<file path="src/rtl/lsu_pkg.sv">
package lsu_pkg;
   typedef enum logic [1:0] {
      ST_IDLE = 2'd0,
      ST_XFER = 2'd1,
      ST_TAIL = 2'd2
   } lsu_state_e;
endpackage

</file>
<file path="src/rtl/lsu_req_check.sv">
module lsu_req_check #(
   parameter int ADDR_W = 64,
   parameter int SIZE_W = 3,
   parameter int IDX_W  = 3
) (
   input  logic [SIZE_W-1:0] size_i,
   input  logic [ADDR_W-1:0] addr_i,
   output logic              ok_o,
   output logic [IDX_W-1:0]  last_o
);
   logic             size_ok;
   logic [IDX_W-1:0] span_m1;

   assign size_ok = (int'(size_i) <= IDX_W);

   always_comb begin
      for (int j = 0; j < IDX_W; j++) begin
         span_m1[j] = (j < int'(size_i));
      end
   end

   assign last_o = span_m1;
   assign ok_o   = size_ok && ((addr_i[IDX_W-1:0] & span_m1) == '0);
endmodule

</file>
<file path="src/rtl/lsu_ctrl.sv">
module lsu_ctrl
   import lsu_pkg::*;
#(
   parameter int ADDR_W = 64,
   parameter int IDX_W  = 3
) (
   input  logic              clk,
   input  logic              rst_n,
   input  logic              start_i,
   input  logic              store_i,
   input  logic              signed_i,
   input  logic [ADDR_W-1:0] addr_i,
   input  logic              req_ok_i,
   input  logic [IDX_W-1:0]  last_i,
   output logic              take_o,
   output logic              xfer_o,
   output logic              is_store_o,
   output logic              is_signed_o,
   output logic [ADDR_W-1:0] base_o,
   output logic [IDX_W-1:0]  idx_o,
   output logic [IDX_W-1:0]  last_o,
   output logic              cap_en_o,
   output logic              cap_first_o,
   output logic              done_o,
   output logic              fault_o
);
   lsu_state_e state;

   assign take_o = start_i && (state == ST_IDLE) && req_ok_i;
   assign xfer_o = (state == ST_XFER);

   always_ff @(posedge clk or negedge rst_n) begin
      if (!rst_n) begin
         state       <= ST_IDLE;
         idx_o       <= '0;
         last_o      <= '0;
         base_o      <= '0;
         is_store_o  <= 1'b0;
         is_signed_o <= 1'b0;
         cap_en_o    <= 1'b0;
         cap_first_o <= 1'b0;
         done_o      <= 1'b0;
         fault_o     <= 1'b0;
      end else begin
         done_o      <= 1'b0;
         fault_o     <= 1'b0;
         cap_en_o    <= (state == ST_XFER) && !is_store_o;
         cap_first_o <= (state == ST_XFER) && (idx_o == '0);
         case (state)
            ST_IDLE: begin
               if (start_i) begin
                  if (req_ok_i) begin
                     base_o      <= addr_i;
                     idx_o       <= '0;
                     last_o      <= last_i;
                     is_store_o  <= store_i;
                     is_signed_o <= signed_i;
                     state       <= ST_XFER;
                  end else begin
                     fault_o <= 1'b1;
                  end
               end
            end
            ST_XFER: begin
               idx_o <= idx_o + 1'b1;
               if (idx_o == last_o) begin
                  if (is_store_o) begin
                     state  <= ST_IDLE;
                     done_o <= 1'b1;
                  end else begin
                     state <= ST_TAIL;
                  end
               end
            end
            ST_TAIL: begin
               state  <= ST_IDLE;
               done_o <= 1'b1;
            end
            default: state <= ST_IDLE;
         endcase
      end
   end
endmodule

</file>
<file path="src/rtl/lsu_gather.sv">
module lsu_gather #(
   parameter int DATA_W       = 64,
   parameter bit ALLOW_SIGNED = 1'b1
) (
   input  logic              clk,
   input  logic              rst_n,
   input  logic              cap_en_i,
   input  logic              cap_first_i,
   input  logic              sign_en_i,
   input  logic [7:0]        rdata_i,
   output logic [DATA_W-1:0] acc_o
);
   logic fill;

   generate
      if (ALLOW_SIGNED) begin : g_sext
         assign fill = sign_en_i & rdata_i[7];
      end else begin : g_zext
         assign fill = 1'b0;
      end
   endgenerate

   always_ff @(posedge clk or negedge rst_n) begin
      if (!rst_n) begin
         acc_o <= '0;
      end else if (cap_en_i) begin
         if (cap_first_i) acc_o <= {{(DATA_W-8){fill}}, rdata_i};
         else             acc_o <= {acc_o[DATA_W-9:0], rdata_i};
      end
   end
endmodule

</file>
<file path="src/rtl/lsu_scatter.sv">
module lsu_scatter #(
   parameter int DATA_W = 64,
   parameter int IDX_W  = 3
) (
   input  logic [DATA_W-1:0] data_i,
   input  logic [IDX_W-1:0]  idx_i,
   input  logic [IDX_W-1:0]  last_i,
   output logic [7:0]        byte_o
);
   localparam int LANES = DATA_W / 8;

   logic [7:0]       lane [LANES];
   logic [IDX_W-1:0] pick;

   for (genvar g = 0; g < LANES; g++) begin : g_lane
      assign lane[g] = data_i[8*g +: 8];
   end

   assign pick   = last_i - idx_i;
   assign byte_o = lane[pick];
endmodule

</file>
<file path="src/rtl/bytewise_lsu.sv">
module bytewise_lsu #(
   parameter int ADDR_W       = 64,
   parameter int DATA_W       = 64,
   parameter int SIZE_W       = 3,
   parameter bit ALLOW_SIGNED = 1'b1
) (
   input  logic              clk,
   input  logic              rst_n,
   input  logic              req_start,
   input  logic              req_store,
   input  logic [SIZE_W-1:0] req_size,
   input  logic              req_signed,
   input  logic [ADDR_W-1:0] req_addr,
   input  logic [DATA_W-1:0] req_wdata,
   output logic [DATA_W-1:0] ld_result,
   output logic              done,
   output logic              fault,
   output logic [ADDR_W-1:0] mem_addr,
   output logic [7:0]        mem_wdata,
   output logic              mem_we,
   input  logic [7:0]        mem_rdata
);
   localparam int MAX_BYTES = DATA_W / 8;
   localparam int IDX_W     = $clog2(MAX_BYTES);

   initial begin
      assert (DATA_W % 8 == 0 && MAX_BYTES >= 2 && (1 << IDX_W) == MAX_BYTES)
         else $error("DATA_W must be a power-of-two byte count of at least 2");
      assert ((1 << SIZE_W) > IDX_W)
         else $error("SIZE_W too narrow for the largest size code");
      assert (ADDR_W > IDX_W)
         else $error("ADDR_W too narrow");
   end

   logic              req_ok, take, xfer, is_store, is_signed;
   logic              cap_en, cap_first;
   logic [IDX_W-1:0]  last_req, last_q, idx;
   logic [ADDR_W-1:0] base;
   logic [DATA_W-1:0] wdata_q;

   lsu_req_check #(.ADDR_W(ADDR_W), .SIZE_W(SIZE_W), .IDX_W(IDX_W)) u_check (
      .size_i (req_size),
      .addr_i (req_addr),
      .ok_o   (req_ok),
      .last_o (last_req)
   );

   lsu_ctrl #(.ADDR_W(ADDR_W), .IDX_W(IDX_W)) u_ctrl (
      .clk         (clk),
      .rst_n       (rst_n),
      .start_i     (req_start),
      .store_i     (req_store),
      .signed_i    (req_signed),
      .addr_i      (req_addr),
      .req_ok_i    (req_ok),
      .last_i      (last_req),
      .take_o      (take),
      .xfer_o      (xfer),
      .is_store_o  (is_store),
      .is_signed_o (is_signed),
      .base_o      (base),
      .idx_o       (idx),
      .last_o      (last_q),
      .cap_en_o    (cap_en),
      .cap_first_o (cap_first),
      .done_o      (done),
      .fault_o     (fault)
   );

   always_ff @(posedge clk or negedge rst_n) begin
      if (!rst_n)    wdata_q <= '0;
      else if (take) wdata_q <= req_wdata;
   end

   lsu_scatter #(.DATA_W(DATA_W), .IDX_W(IDX_W)) u_scatter (
      .data_i (wdata_q),
      .idx_i  (idx),
      .last_i (last_q),
      .byte_o (mem_wdata)
   );

   lsu_gather #(.DATA_W(DATA_W), .ALLOW_SIGNED(ALLOW_SIGNED)) u_gather (
      .clk         (clk),
      .rst_n       (rst_n),
      .cap_en_i    (cap_en),
      .cap_first_i (cap_first),
      .sign_en_i   (is_signed),
      .rdata_i     (mem_rdata),
      .acc_o       (ld_result)
   );

   assign mem_addr = base + ADDR_W'(idx);
   assign mem_we   = xfer && is_store;
endmodule

</file>
<file path="config.mk">
export PLATFORM = sky130hd
export DESIGN_NAME = bytewise_lsu
export DESIGN_NICKNAME = d
export VERILOG_FILES = /design/src/rtl/lsu_pkg.sv /design/src/rtl/lsu_req_check.sv /design/src/rtl/lsu_ctrl.sv /design/src/rtl/lsu_gather.sv /design/src/rtl/lsu_scatter.sv /design/src/rtl/bytewise_lsu.sv
export SDC_FILE = /design/constraint.sdc
export NUM_CORES = 1
export LEC_CHECK = 0
export ABC_AREA = 0
export BUFFER_PORTS_ARGS = -buffer_cell sky130_fd_sc_hd__buf_2
export CAP_MARGIN = 30
export CORE_AREA = 2 2 161 163
export CTS_CLUSTER_SIZE = 16
export DETAILED_ROUTE_END_ITERATION = 12
export DIE_AREA = 0 0 163 165
export GPL_ROUTABILITY_DRIVEN = 0
export GPL_TIMING_DRIVEN = 0
export HOLD_SLACK_MARGIN = 0.08
export PLACE_DENSITY = 0.66
export REMOVE_ABC_BUFFERS = 1
export SLEW_MARGIN = 30
export SYNTH_ARGS = -nofsm -noshare
export SYNTH_HDL_FRONTEND = slang
export SYNTH_HIERARCHICAL = 1
export SYNTH_SLANG_ARGS = --single-unit
</file>
<file path="constraint.sdc">
create_clock -name clk -period 3 [get_ports clk]
set_input_delay 0.6 -clock clk [delete_from_list [all_inputs] [get_ports clk]]
set_output_delay 0.6 -clock clk [all_outputs]
set_load 0.02 [all_outputs]
</file>
==> parameters.txt, run 1 <==
Parameter                              Value

Timing
  Smallest setup slack after layout ... -0.278 ns
  Transition at the pin with the smallest max-transition slack ... 0.790 ns
  Layout Skew ... 0.00823 ns
  Slew Limit Fails ... 0
  Worst relative slew slack ... 0.473
  Hold WS ... 0.308 ns
  Highest clock rate ... approximately 310 MHz
  Final setup vio count ... 50
  Setup repair after global routing missed its margin ... yes
  Post-route fraction of the period consumed by the critical path ... 1.09
  Minimum clock period ... 3.28 ns
  Final hold violation count ... 0

Worst setup path
  Startpoint Class ... flop
  Kind of cell adding the most delay to the critical path ... adder cells
  Stages on worst setup path ... 8
  Slowest stage delay, CP ... 0.56 ns
  Crit-path slowest cell ... fa_2
  Buffering stage count on the worst path with inverters included ... 4
  Required @ worst endpoint ... 2.40 ns
  Worst Setup End Kind ... primary output
  Signal arrival time at the worst endpoint ... 2.68 ns
  List of cells traversed by the critical path ... buf_6, ha_4, inv_2, fa_2, buf_12, mux4_2, mux2_2, buf_6
  Critical Path Fanout Max ... 16
  Worst Path Class, Setup ... flop to primary output
  Worst reg-to-reg path cell count ... 6
  Most frequent CP cell ... buf_6

Die
  Chip Height ... around 170 µm
  Width of the chip ... between 150 and 200 µm
  Core footprint ... between 20000 and 30000 µm²
  Full die area ... 26900 µm²
  Starting Density ... 0.424
  Total number of placement rows ... slightly below 60
  I/O pin total ... between 200 and 300

Power and ir drop
  Design internal power ... 10.2 mW
  Logic pwr share ... 0.507
  Sequential share of power ... 0.318
  Fraction of power spent switching nets ... 0.397
  Leakage Power ... 6.80 nW
  Pwr Total ... approximately 17 mW
  Net Switching ... 6.73 mW
  Ratio of total power to cell area ... 1160 nW/µm²
  Clock network power share ... 0.176
  Worst vdd ir ... 660 µV

Worst hold path
  Min-Delay Path Depth ... 2
  Classification of the worst-slack hold path ... primary input to flop

Synthesis
  Synthesized area per cell ... 12.7 µm²
  Count of cell types in the netlist ... 56
  Cell type contributing the most total cell area after synthesis ... dfrtp_1
  Most used flip-flop cell after synthesis ... dfrtp_1
  Post-Synthesis Cell Area ... 10600 µm²
  Yosys warning total ... 6
  Synthesized netlist cell count ... between 800 and 900
  Synth async-reset ratio ... 1.00
  Share of the synthesized area in the top cell type ... 0.485
  Fraction of the yosys area taken by sequential cells ... 0.485
  Synth Register Bits ... around 210
  Count of flip-flops with a built-in enable after synthesis ... 0
  Synth top area cells ... dfrtp_1 49%, mux2_4 9.7%, mux2_2 7.7%

Global routing
  Number of antenna violations at the first check in global routing ... 11
  Wire length of the first global-routing pass ... 42200 µm
  Via count of the first global-routing pass ... 7773
  Maximum number of pins on one net before global-route repair ... 101
  GRT Util Overall ... 0.197
  Residual overflow from global routing ... 0

Routing
  Post-route antenna net violation count ... 0
  Per-cell via count in the routed design ... 5.09
  DRT iter0 DRCs ... 444
  Total via count after detailed routing ... 7892
  Final routed DRC violation total ... 0
  Average wire per cell in the routed design ... 18.6 µm
  Post-Route WL ... 28900 µm
  DRT Pass-1 Iters ... 5

Clock network
  Insertion delay to the later sink of the worst-skew pair ... 0.51 ns
  Max H-tree Level ... 1
  Total CTS buffers ... 25
  Cell at the root of the clock tree ... clkbuf_16
  # clock sinks ... 206
  Clock tree from TritonCTS ... done
  Clock Path Buffers ... 3
  CTS clock-pin slew for the worst setup and hold paths ... 0.06 ns

Place
  Number of port buffers ... about 280
  HPWL after detailed placement ... 18200 µm

Outcome
  Status ... finished, violations left
  Violations in the final reports ... setup timing

Layout
  Area growth from synthesis to layout ... 38.1%
  Layout cells sized above 1 ... 0.564
  Net count reported at finish ... roughly 1300

Run
  Max_cap viols ... 0
## power by group through the flow
stage	sequential, mW	combinational [mW]	clock, mW
after detailed placement	5.43	7.03	0
final	5.40	8.60	2.98
after floorplan	5.64	4.49	0
after CTS	5.33	7.99	3.06
after global placement	5.44	6.80	0
after global routing	5.59	9.20	3.18
## kinds of logic after synthesis
family	synth area share
and+or+nand+nor	0.136
DFF	0.485
muxes	0.223
AOI/OAI and AO/OA	0.0443
xor gates and xnor gates	0.0557
buffers and inverters	0.0409
adders and majority gates	0.0144
## stage by stage
stage | TNS, ns | cells | util | area (µm²) | setup WS (ns)
2_1_floorplan | 0 | 792 | - | 10300 | 0.147
3_3_place_gp | -547.32 | 1404 | 0.483 | 12100 | -2.31
3_5_place_dp | -3.64 | 1409 | 0.489 | 12300 | -0.304
4_1_cts | -8.40 | 1502 | 0.555 | 13900 | -0.317
5_1_grt | -11.95 | 1546 | 0.586 | 14700 | -0.354
6_report | -7.35 | 1549 | 0.586 | 14700 | -0.278
## worst reg2reg max path, stage by stage (launching register included)
cell	delay, ns
dfrtp_1	0.39
inv_1	0.11
ha_1	0.28
nand3_2	0.21
inv_12	0.29
buf_16	0.45
mux2_2	0.55
## flip-flops by register name, indices dropped and copies added, names as in the netlist, 2 cells and up
signal,count
u_ctrl/base_o,64
u_gather/acc_o,64
u_ctrl/last_o,3
u_ctrl/state,2
wdata_q,64
u_ctrl/idx_o,3
## cell type report
cell class / instances / area [µm²]
Antenna cell: 9 / 22.5
Clock buffer: 36 / 747
Clock inverter: 9 / 70.1
Fill cell: 2006 / 10400
Inverter: 17 / 76.3
Multi-Input combinational cell: 570 / 5730
Sequential cell: 206 / 5180
Tap cell: 330 / 413
Timing Repair Buffer: 372 / 2430
## cells in the final DEF (no fill, tap or decap), drive strengths merged, types with 20 or more instances in the layout
cell    instances
xor2           36
buf           371
nand3          20
nand4          20
nand2          20
dfrtp         206
xnor2          29
mux2          149
clkbuf         36
nand2b         56
a31oi          58
nor2           79
## Yosys cell counts (all sizes together), types with 2 or more instances
cell type	count
nand3	20
and2	5
a21o	2
buf	32
ha	9
mux2i	2
and4	4
inv	17
nor2	79
nor4	14
nand2b	56
fa	2
xnor2	29
mux2	149
or2	2
nor3	11
nor2b	2
mux4	16
clkbuf	13
nand2	20
nand4	19
or3	3
o21ai	4
a21oi	2
xor2	36
and3	12
dfrtp	206
a31oi	58
or4	3
## repair_timing
action	CTS	global route
pin swaps	31	51
buffers inserted	47	40
gates resized for setup	125	96
gates cloned	0	1
hold buffers	1	0
endpoints found under the hold margin	41	0
endpoints found under the setup margin	68	60
## routing by layer
metal	up-vias	track usage	share of wire
li1	3714	-	-
met1	3882	0.254	0.40
met2	237	0.325	0.50
met3	57	0.0460	0.061
met4	2	0.0732	0.037
met5	-	0	0.00038
## worst paths after layout
path / from / endpoint / slack (ns)
hold / removal: mem_rdata[4] / u_gather/acc_o[4]$_DFFE_PN0P_ / 0.31
min in group asynchronous: rst_n / u_gather/acc_o[0]$_DFFE_PN0P_ / 0.58
setup / recovery: u_ctrl/idx_o[0]$_DFFE_PN0P_ / mem_wdata[1] / -0.28
max in group asynchronous: rst_n / u_ctrl/base_o[21]$_DFFE_PN0P_ / 1.63
setup reg to reg: u_ctrl/state[1]$_DFFE_PN0P_ / wdata_q[53]$_DFFE_PN0P_ / 0.58
hold reg to reg: wdata_q[33]$_DFFE_PN0P_ / wdata_q[33]$_DFFE_PN0P_ / 0.50
No activity file was read; power rests on OpenSTA's default activity.
==> run 2: changes to the inputs <==
--- a/config.mk
+++ b/config.mk
@@ -9,14 +9,14 @@
 export BUFFER_PORTS_ARGS = -buffer_cell sky130_fd_sc_hd__buf_2
 export CAP_MARGIN = 30
 export CORE_AREA = 2 2 161 163
-export CTS_CLUSTER_SIZE = 16
+export CTS_CLUSTER_SIZE = 24
 export DETAILED_ROUTE_END_ITERATION = 12
 export DIE_AREA = 0 0 163 165
 export GPL_ROUTABILITY_DRIVEN = 0
-export GPL_TIMING_DRIVEN = 0
 export HOLD_SLACK_MARGIN = 0.08
 export PLACE_DENSITY = 0.66
 export REMOVE_ABC_BUFFERS = 1
+export SKIP_CTS_REPAIR_TIMING = 1
 export SLEW_MARGIN = 30
 export SYNTH_ARGS = -nofsm -noshare
 export SYNTH_HDL_FRONTEND = slang
==> parameters.txt, run 2 (synthesis gave the netlist of run 1 again) <==
Parameter                              Value

Worst setup path
  Worst reg2reg path startpoint ... u_ctrl/state[1]$_DFFE_PN0P_ (unchanged)
  CP Launch Point ... u_ctrl/base_o[0]$_DFFE_PN0P_ (was u_ctrl/idx_o[0]$_DFFE_PN0P_)
  Required @ worst endpoint ... 2.40 ns (about the same)
  Startpoint Class ... flop (unchanged)
  Critical Path Fanout Max ... 5 (was 16)
  Signal arrival time at the worst endpoint ... 2.73 ns (was 2.68 ns)
  Worst Setup End Kind ... primary output (unchanged)
  Worst Path Class, Setup ... flop to primary output (unchanged)

Clock network
  Cell at the root of the clock tree ... clkbuf_16 (unchanged)
  Clock tree from TritonCTS ... done (unchanged)
  Insertion delay to the later sink of the worst-skew pair ... 0.52 ns (was 0.51 ns)
  Total CTS buffers ... 24 (was 25)
  # clock sinks ... 206 (unchanged)
  Clock Path Buffers ... 3 (unchanged)
  Max H-tree Level ... 1 (unchanged)
  CTS clock-pin slew for the worst setup and hold paths ... 0.06 ns (about the same)

Place
  Placed standard-cell area ... 12400 µm² (was 12300 µm²)
  Number of port buffers ... 282 (unchanged)
  HPWL after detailed placement ... 18400 µm (was 18200 µm)
  Placed cells ... 1431 (was 1409)
  Post-placement setup slack ... 0.191 ns (was -0.304 ns)

Die
  Starting Density ... 0.424 (unchanged)
  Width of the chip ... 163 µm (unchanged)
  Full die area ... 26900 µm² (unchanged)
  I/O pin total ... 283 (unchanged)
  Core footprint ... 25000 µm² (unchanged)
  Total number of placement rows ... 58 (unchanged)
  Chip Height ... 165 µm (unchanged)

Global routing
  Number of antenna violations at the first check in global routing ... 5 (was 11)
  Via count of the first global-routing pass ... 7385 (was 7773)
  Wire length of the first global-routing pass ... 40200 µm (was 42200 µm)
  GRT Util Overall ... 0.186 (was 0.197)
  Maximum number of pins on one net before global-route repair ... 73 (was 101)
  Residual overflow from global routing ... 0 (unchanged)

Timing
  Hold WS ... 0.301 ns (was 0.308 ns)
  Final hold violation count ... 0 (unchanged)
  Post-route setup TNS ... -10.84 ns (was -7.35 ns)
  Final setup vio count ... 57 (was 50)
  Transition at the pin with the smallest max-transition slack ... 0.625 ns (was 0.790 ns)
  Smallest setup slack after layout ... -0.329 ns (was -0.278 ns)
  Minimum clock period ... 3.33 ns (was 3.28 ns)
  Post-route fraction of the period consumed by the critical path ... 1.11 (was 1.09)
  Layout Skew ... 0.0156 ns (was 0.00823 ns)
  Slew Limit Fails ... 0 (unchanged)
  Setup repair after global routing missed its margin ... yes (unchanged)
  Worst relative slew slack ... 0.583 (was 0.473)
  Highest clock rate ... 300 MHz (was 305 MHz)

Run
  Max_cap viols ... 0 (unchanged)

Layout
  Count of placed standard cells in the final layout, fillers left out ... 1496 (was 1549)
  Area growth from synthesis to layout ... 28.0% (was 38.1%)
  Most common cell after layout, fill and taps aside ... buf_2 (unchanged)
  Final instance area ... 13600 µm² (was 14700 µm²)
  Layout cells sized above 1 ... 0.489 (was 0.564)
  Final core area utilization ... 0.543 (was 0.586)
  Net count reported at finish ... 1297 (was 1347)
  Registers with the most flip-flops ... u_ctrl/base_o: 64 flops, u_gather/acc_o: 64 flops, wdata_q: 64 flops (unchanged)
  Commonest cells after routing, fill and taps aside ... 263 x buf_2, 201 x dfrtp_1, 75 x nor2_1, 73 x mux2_2, 69 x mux2_4 (was 229 x buf_2, 185 x dfrtp_1, 109 x buf_4, 72 x mux2_2, 70 x mux2_4)

Routing
  Post-Route WL ... 26300 µm (was 28900 µm)
  Total via count after detailed routing ... 7542 (was 7892)
  Final routed DRC violation total ... 0 (unchanged)
  Post-route antenna net violation count ... 0 (unchanged)
  Per-cell via count in the routed design ... 5.04 (was 5.09)
  Average wire per cell in the routed design ... 17.6 µm (was 18.6 µm)
  DRT iter0 DRCs ... 461 (was 444)
  DRT Pass-1 Iters ... 4 (was 5)

Power and ir drop
  Ratio of total power to cell area ... 1160 nW/µm² (about the same)
  Pwr Total ... 15.7 mW (was 17.0 mW)
  Worst vdd ir ... 618 µV (was 660 µV)
  Leakage Power ... 6.35 nW (was 6.80 nW)

Worst hold path
  Classification of the worst-slack hold path ... primary input to flop (unchanged)
  Hold_sp ... mem_rdata[4] (unchanged)

Outcome
  Status ... finished, violations left (unchanged)
  Violations in the final reports ... setup timing (unchanged)
-- run 2: cell types whose count changed in the layout (fill, tap and decap cells not counted), sizes merged --
cell and change:
diode -3, inv +1, clkbuf +2, buf -50
clkinv -3
-- run 2: area by class of cell --
cell class / count / area (µm²)
clock inverter: 7 / 75.1
fill: 2131 / 11400
sequential: 206 / 5160
clock buffer: 37 / 749
multi-input combinational: 570 / 5240
inverter: 17 / 68.8
timing repair buffer: 323 / 1870
antenna: 6 / 15.0
tap: 330 / 413
-- run 2: critical path, stage by stage, from the launching register on --
cell	delay (ns)
dfrtp_1	0.35
ha_2	0.20
fa_2	0.22
a21oi_2	0.08
nor4_4	0.35
buf_4	0.21
nand4_4	0.20
nor4_4	0.24
xor2_1	0.19
buf_4	0.16
-- run 2: per-layer routing --
| layer | track usage | part of all wire | vias to the layer above |
|---|---|---|---|
| met1 | 0.252 | 0.43 | 3641 |
| met2 | 0.296 | 0.47 | 232 |
| li1 | - | - | 3618 |
| met5 | 0 | 0 | - |
| met4 | 0.0567 | 0.028 | 0 |
| met3 | 0.0445 | 0.066 | 51 |
-- run 2: worst paths after layout --
| path | slack (ns) | cells after the start | to |
|---|---|---|---|
| worst min-delay path | 0.30 | 2 | u_gather/acc_o[4]$_DFFE_PN0P_ |
| min in group asynchronous | 0.63 | 2 | u_gather/acc_o[5]$_DFFE_PN0P_ |
| worst max-delay path | -0.33 | 9 | mem_addr[62] |
| max in group asynchronous | 1.59 | 3 | u_ctrl/base_o[30]$_DFFE_PN0P_ |
| worst max register to register | 1.02 | 6 | wdata_q[61]$_DFFE_PN0P_ |
| worst min register to register | 0.50 | 1 | wdata_q[46]$_DFFE_PN0P_ |
-- run 2: where the power goes --
part	switching (mW)	total [mW]	leakage (nW)	internal, mW
registers	1.19	5.33	2.38	4.13
logic	3.85	7.46	3.56	3.60
clock network	1.15	2.96	0.412	1.81
